==> src/rtl/skp_pkg.sv <==
package skp_pkg;

    localparam int IW = 12;

    // bit k of the word (0 = most significant) maps to instr[IW-1-k]
    localparam int P_OP_HI  = IW - 1;
    localparam int P_OP_LO  = IW - 3;
    localparam int P_CLASS  = IW - 4;
    localparam int P_CLR    = IW - 5;
    localparam int P_NEG    = IW - 6;
    localparam int P_ZERO   = IW - 7;
    localparam int P_LNK    = IW - 8;
    localparam int P_INV    = IW - 9;
    localparam int P_OSR    = IW - 10;
    localparam int P_HLT    = IW - 11;
    localparam int P_GRP    = IW - 12;

    typedef enum logic [2:0] {
        ST_IDLE  = 3'd0,
        ST_TEST  = 3'd1,
        ST_CLEAR = 3'd2,
        ST_MERGE = 3'd3,
        ST_DONE  = 3'd4
    } skp_state_e;

    typedef struct packed {
        logic clr;
        logic neg;
        logic zero;
        logic lnk;
        logic inv;
        logic osr;
        logic hlt;
    } skp_ctl_t;

endpackage

==> src/rtl/skp_decode.sv <==
module skp_decode
    import skp_pkg::*;
(
    input  logic [IW-1:0] word,
    output logic          word_ok,
    output skp_ctl_t      ctl
);

    localparam int OPW = P_OP_HI - P_OP_LO + 1;

    logic op_match;

    always_comb begin
        op_match = &word[P_OP_HI:P_OP_LO];
        word_ok  = op_match && word[P_CLASS] && !word[P_GRP];
    end

    always_comb begin
        ctl.clr  = word[P_CLR];
        ctl.neg  = word[P_NEG];
        ctl.zero = word[P_ZERO];
        ctl.lnk  = word[P_LNK];
        ctl.inv  = word[P_INV];
        ctl.osr  = word[P_OSR];
        ctl.hlt  = word[P_HLT];
    end

    initial begin
        if (OPW != 3) $display("skp_decode: opcode field width %0d", OPW);
    end

endmodule

==> src/rtl/skp_cond.sv <==
module skp_cond
    import skp_pkg::*;
#(
    parameter int W = 12
) (
    input  skp_ctl_t     ctl,
    input  logic [W-1:0] ac,
    input  logic         link,
    output logic         hit
);

    localparam int NT = 3;

    logic [NT-1:0] sel;
    logic [NT-1:0] raw;
    logic [NT-1:0] pass;

    always_comb begin
        sel = {ctl.neg, ctl.zero, ctl.lnk};
        raw = {ac[W-1], (ac == '0), link};
    end

    generate
        for (genvar i = 0; i < NT; i++) begin : g_test
            // in OR mode an unselected test contributes 0, in AND mode 1
            always_comb begin
                if (ctl.inv) pass[i] = !sel[i] || !raw[i];
                else         pass[i] =  sel[i] &&  raw[i];
            end
        end
    endgenerate

    always_comb begin
        hit = ctl.inv ? (&pass) : (|pass);
    end

endmodule

==> src/rtl/skp_ctrl.sv <==
module skp_ctrl
    import skp_pkg::*;
(
    input  logic       clk,
    input  logic       rst_n,
    input  logic       start,
    input  logic       word_ok,
    output skp_state_e state,
    output logic       load_en,
    output logic       test_en,
    output logic       clear_en,
    output logic       merge_en,
    output logic       done
);

    skp_state_e nxt;

    always_comb begin
        nxt = state;
        unique case (state)
            ST_IDLE:  if (start && word_ok) nxt = ST_TEST;
            ST_TEST:  nxt = ST_CLEAR;
            ST_CLEAR: nxt = ST_MERGE;
            ST_MERGE: nxt = ST_DONE;
            ST_DONE:  nxt = ST_IDLE;
            default:  nxt = ST_IDLE;
        endcase
    end

    always_ff @(posedge clk) begin
        if (!rst_n) state <= ST_IDLE;
        else        state <= nxt;
    end

    always_comb begin
        load_en  = 1'b0;
        test_en  = 1'b0;
        clear_en = 1'b0;
        merge_en = 1'b0;
        done     = 1'b0;
        unique case (state)
            ST_IDLE:  load_en  = start && word_ok;
            ST_TEST:  test_en  = 1'b1;
            ST_CLEAR: clear_en = 1'b1;
            ST_MERGE: merge_en = 1'b1;
            ST_DONE:  done     = 1'b1;
            default:  ;
        endcase
    end

endmodule

==> src/rtl/skip_operate_unit.sv <==
module skip_operate_unit
    import skp_pkg::*;
#(
    parameter int W = 12
) (
    input  logic          clk,
    input  logic          rst_n,
    input  logic          start,
    input  logic [IW-1:0] instr,
    input  logic [W-1:0]  ac_in,
    input  logic          link_in,
    input  logic [W-1:0]  sw_in,
    input  logic          run_in,
    output logic [W-1:0]  ac_out,
    output logic          link_out,
    output logic          run_out,
    output logic          skip,
    output logic          done
);

    skp_state_e state;
    logic       word_ok;
    skp_ctl_t   ctl_dec;
    skp_ctl_t   ctl_r;
    logic       load_en, test_en, clear_en, merge_en;
    logic       hit;
    logic       skip_r;
    logic [W-1:0] ac_r;
    logic [W-1:0] sw_r;
    logic       link_r;
    logic       run_r;

    skp_decode u_dec (
        .word    (instr),
        .word_ok (word_ok),
        .ctl     (ctl_dec)
    );

    skp_ctrl u_ctrl (
        .clk      (clk),
        .rst_n    (rst_n),
        .start    (start),
        .word_ok  (word_ok),
        .state    (state),
        .load_en  (load_en),
        .test_en  (test_en),
        .clear_en (clear_en),
        .merge_en (merge_en),
        .done     (done)
    );

    skp_cond #(.W(W)) u_cond (
        .ctl  (ctl_r),
        .ac   (ac_r),
        .link (link_r),
        .hit  (hit)
    );

    always_ff @(posedge clk) begin
        if (!rst_n) begin
            ctl_r  <= '0;
            ac_r   <= '0;
            sw_r   <= '0;
            link_r <= 1'b0;
            run_r  <= 1'b0;
            skip_r <= 1'b0;
        end else begin
            if (load_en) begin
                ctl_r  <= ctl_dec;
                ac_r   <= ac_in;
                sw_r   <= sw_in;
                link_r <= link_in;
                run_r  <= run_in;
                skip_r <= 1'b0;
            end
            if (test_en) skip_r <= hit;
            if (clear_en && ctl_r.clr) ac_r <= '0;
            if (merge_en) begin
                if (ctl_r.osr) ac_r  <= ac_r | sw_r;
                if (ctl_r.hlt) run_r <= 1'b0;
            end
        end
    end

    always_comb begin
        ac_out   = ac_r;
        link_out = link_r;
        run_out  = run_r;
        skip     = done && skip_r;
    end

endmodule

==> config.mk <==
export PLATFORM = sky130hd
export DESIGN_NAME = skip_operate_unit
export DESIGN_NICKNAME = d
export VERILOG_FILES = /design/src/rtl/skp_pkg.sv /design/src/rtl/skp_decode.sv /design/src/rtl/skp_cond.sv /design/src/rtl/skp_ctrl.sv /design/src/rtl/skip_operate_unit.sv
export SDC_FILE = /design/constraint.sdc
export NUM_CORES = 1
export LEC_CHECK = 0
export CORE_MARGIN = 5
export CORE_UTILIZATION = 25
export DETAILED_ROUTE_END_ITERATION = 6
export HOLD_SLACK_MARGIN = 0.08
export SYNTH_ARGS = -nofsm -noshare
export SYNTH_HDL_FRONTEND = slang
export SYNTH_SLANG_ARGS = --single-unit
export TNS_END_PERCENT = 100
==> constraint.sdc <==
create_clock -name clk -period 2.2 [get_ports clk]
set_clock_uncertainty 0.2 [all_clocks]
set_input_delay 0.33 -clock clk [delete_from_list [all_inputs] [get_ports clk]]
set_output_delay 0.33 -clock clk [all_outputs]
set_load 0.05 [all_outputs]
==> impl_metrics.py <==
metrics = {
    "cts": {
        "htreeDepth": 2,
        "clockBufferDepth": 2,
        "numCtsBuffers": 5,
        "postCtsHoldBufs": 0,
        "clk_latency_ns": 0.29,
        "clock-sinks": 37,
        "post-cts-setup-buffers": 0,
        "path_clk_slew_ns": 0.07,
        "post_cts_resized": 0,
        "cts_root_buf": "clkbuf_8",
        "cts_tree": "built",
    },
    "power_and_ir_drop": {
        "power.total_mw": 1.41,
        "p_leak_nw": 0.860,
        "pwr_density_cell_nw_per_um2": 598,
        "ir_drop_mv": 0.284,
    },
    "hold_path": {
        "hold_depth": 2,
        "min_path_type": "flop to flop",
        "whs_endpoint": "sw_r[3]$_SDFFE_PN0N_",
        "hold_start": "sw_r[3]$_SDFFE_PN0N_",
    },
    "critical_path": {
        "r2r_end": "ac_out[10]$_SDFF_PN0_",
        "endpoint_kind": "primary output",
        "crit_slowest_cell": "clkdlybuf4s50_1",
        "reg2regPathDepth": 4,
        "worstPathArrival_ns": 1.51,
        "critPathTopFamily": "buffers and inverters",
        "max_stage_delay_ns": 0.84,
        "cp_data_required_time_ns": 1.67,
        "crit_chain": "clkdlybuf4s50_1",
        "crit_fanout": 3,
        "worstSetupPathType": "flop to primary output",
        "crit_buf_inv": 1,
        "r2r-start": "ctl_r[1]$_SDFFE_PN0N_",
        "startpoint_type": "flop",
        "rrSetupSlack_ns": 0.30,
    },
    "placed_design": {
        "pre_cts_slack_ns": -0.0494,
        "hpwl_um": 3160,
        "portBuffers": 56,
        "dpl.cell_count": 276,
        "placed_cell_area_um2": 2240,
        "gp_congestion": 0.703,
    },
    "grt": {
        "grt_max_degree": 25,
        "antenna_found_initial": 0,
        "grt.total_usage": 0.108,
        "grt_pass1_vias": 1283,
        "grt_first_pass_wirelength_um": 6410,
        "grt_overflow": 0,
    },
    "timing": {
        "min_period_ns": 2.04,
        "fmax_ghz": 0.491,
        "hold-worst-slack_ns": 0.313,
        "min_period_over_period": 0.926,
        "setup_violations": 0,
        "worstMarginPinSlew_ns": 0.600,
        "finalMaxSlewViolations": 0,
        "setup_slack_ns": 0.163,
        "report.final.hold_viol_count": 0,
        "slew-limit-headroom": 0.598,
        "finalSetupTns_ns": 0,
        "rsz0062_at_grt": "false",
    },
    "finish": {
        "multi_input_area_um2": 764,
        "fillers": 646,
        "finalInstanceArea_um2": 2350,
        "antenna_cells": 0,
        "final_util": 0.377,
        "syn_to_final_growth_pct": 49.6,
        "register_area_um2": 741,
        "fin_nets": 247,
        "final_layout_size_suffix_gt1_frac": 0.0966,
        "fin_cells": 284,
    },
    "logic_synthesis": {
        "synthCells": 147,
        "synth_warnings": 0,
        "ys.flop_type": "dfxtp_1",
        "synth_area_per_cell_um2": 10.7,
        "synth_area_leaders": "dfxtp_1 (47%), mux2i_1 (13%), nor2b_1 (7.9%)",
        "yosysUniqueCellTypes": 32,
        "netlist_area_um2": 1570,
        "syn_nets": 188,
        "yosysMostFrequentCell": "dfxtp_1",
        "yosysSeqAreaShare": 0.471,
        "synth_edf_count": 0,
        "synthArstFlopShare": 0,
        "synth_top_area_share": 0.471,
        "yosys_register_bits": 37,
        "synthTopCellsByCount": "dfxtp_1 (37), mux2i_1 (21), nor2b_1 (20), and3_1 (13), a221o_1 (12)",
        "synth_top_area_cell": "dfxtp_1",
    },
    "route": {
        "drt_iter0_markers": 39,
        "routed_wl_um": 4170,
        "drt-pass1-iter-count": 4,
        "wl_per_cell_um": 14.7,
        "via_count": 1284,
        "vias_per_cell": 4.52,
        "antenna_left": 0,
        "drc_errors": 0,
    },
    "die": {
        "fp-row-count": 29,
        "initial_core_util": 0.252,
        "io_pins": 57,
        "die_area_um2": 7980,
        "fp.dieH_um": 89.3,
        "die_w_um": 89.3,
        "core-area_um2": 6240,
    },
    "outcome": {
        "status": "completed",
    },
    "job": {
        "cap_violations": 0,
    },
}
## layout by cell type (no fill, tap or decap), types with 2 or more instances in the layout
master,count
a221o_1,12
and3_1,13
buf_12,2
buf_4,7
clkbuf_8,6
clkdlybuf4s50_1,54
dfxtp_1,37
mux2i_1,21
nand2_1,2
nand2b_1,2
nand4_1,2
nor2_1,4
nor2b_1,20
nor3_1,3
nor3b_1,2
## worst reg2reg max path: cells and delay by family, from the launching register on
| family | cells | cell delay [ns] |
|---|---|---|
| flops | 1 | 0.62 |
| compound gates | 3 | 0.79 |
| mux | 1 | 0.19 |
## worst max-delay path by stage
stage,cells past startpoint,startpoint,endpoint
2_1_floorplan,3,u_ctrl.state[1]$_SDFFE_PN0P_,skip
3_3_place_gp,5,instr[8],ac_out[9]$_SDFF_PN0_
3_5_place_dp,5,instr[8],ac_out[10]$_SDFF_PN0_
4_1_cts,1,ac_out[10]$_SDFF_PN0_,ac_out[10]
5_1_grt,1,ac_out[10]$_SDFF_PN0_,ac_out[10]
6_report,1,ac_out[10]$_SDFF_PN0_,ac_out[10]
## report_power, final
part	internal (mW)	leakage [nW]	switching, mW
Clock	0.370	0.0585	0.238
Sequential	0.674	0.298	0.00490
Combinational	0.0822	0.503	0.0391
Total	1.13	0.860	0.282
## per-layer routing
metal  global-route usage  share of wire
met1                0.130           0.42
met2                0.177           0.51
met3               0.0286          0.044
met4               0.0528          0.022
met5                    0              0
## flip-flops by register name, indices dropped and copies added, names as in the netlist
register / cells
sw_r: 12
ac_out: 12
ctl_r: 7
skip_r: 1
run_out: 1
u_ctrl.state: 3
link_out: 1
## cell type report
cell class | count | area share
Clock buffer | 7 | 0.0367
Clock inverter | 1 | 0.0128
Inverter | 1 | 0.00159
Multi-Input combinational cell | 98 | 0.325
Sequential cell | 37 | 0.315
Tap cell | 77 | 0.0409
Timing Repair Buffer | 63 | 0.269
## cells by family (layout without fill, tap and decap cells)
| logic type | count (synthesis) | count (layout) | synth area share |
|---|---|---|---|
| compound gates | 18 | 18 | 0.110 |
| xor+xnor | 1 | 1 | 0.00557 |
| buf+inv | 12 | 72 | 0.0469 |
| flops | 37 | 37 | 0.471 |
| mux | 22 | 22 | 0.141 |
| simple gates | 57 | 57 | 0.227 |
(Power assumes the default switching activity.)
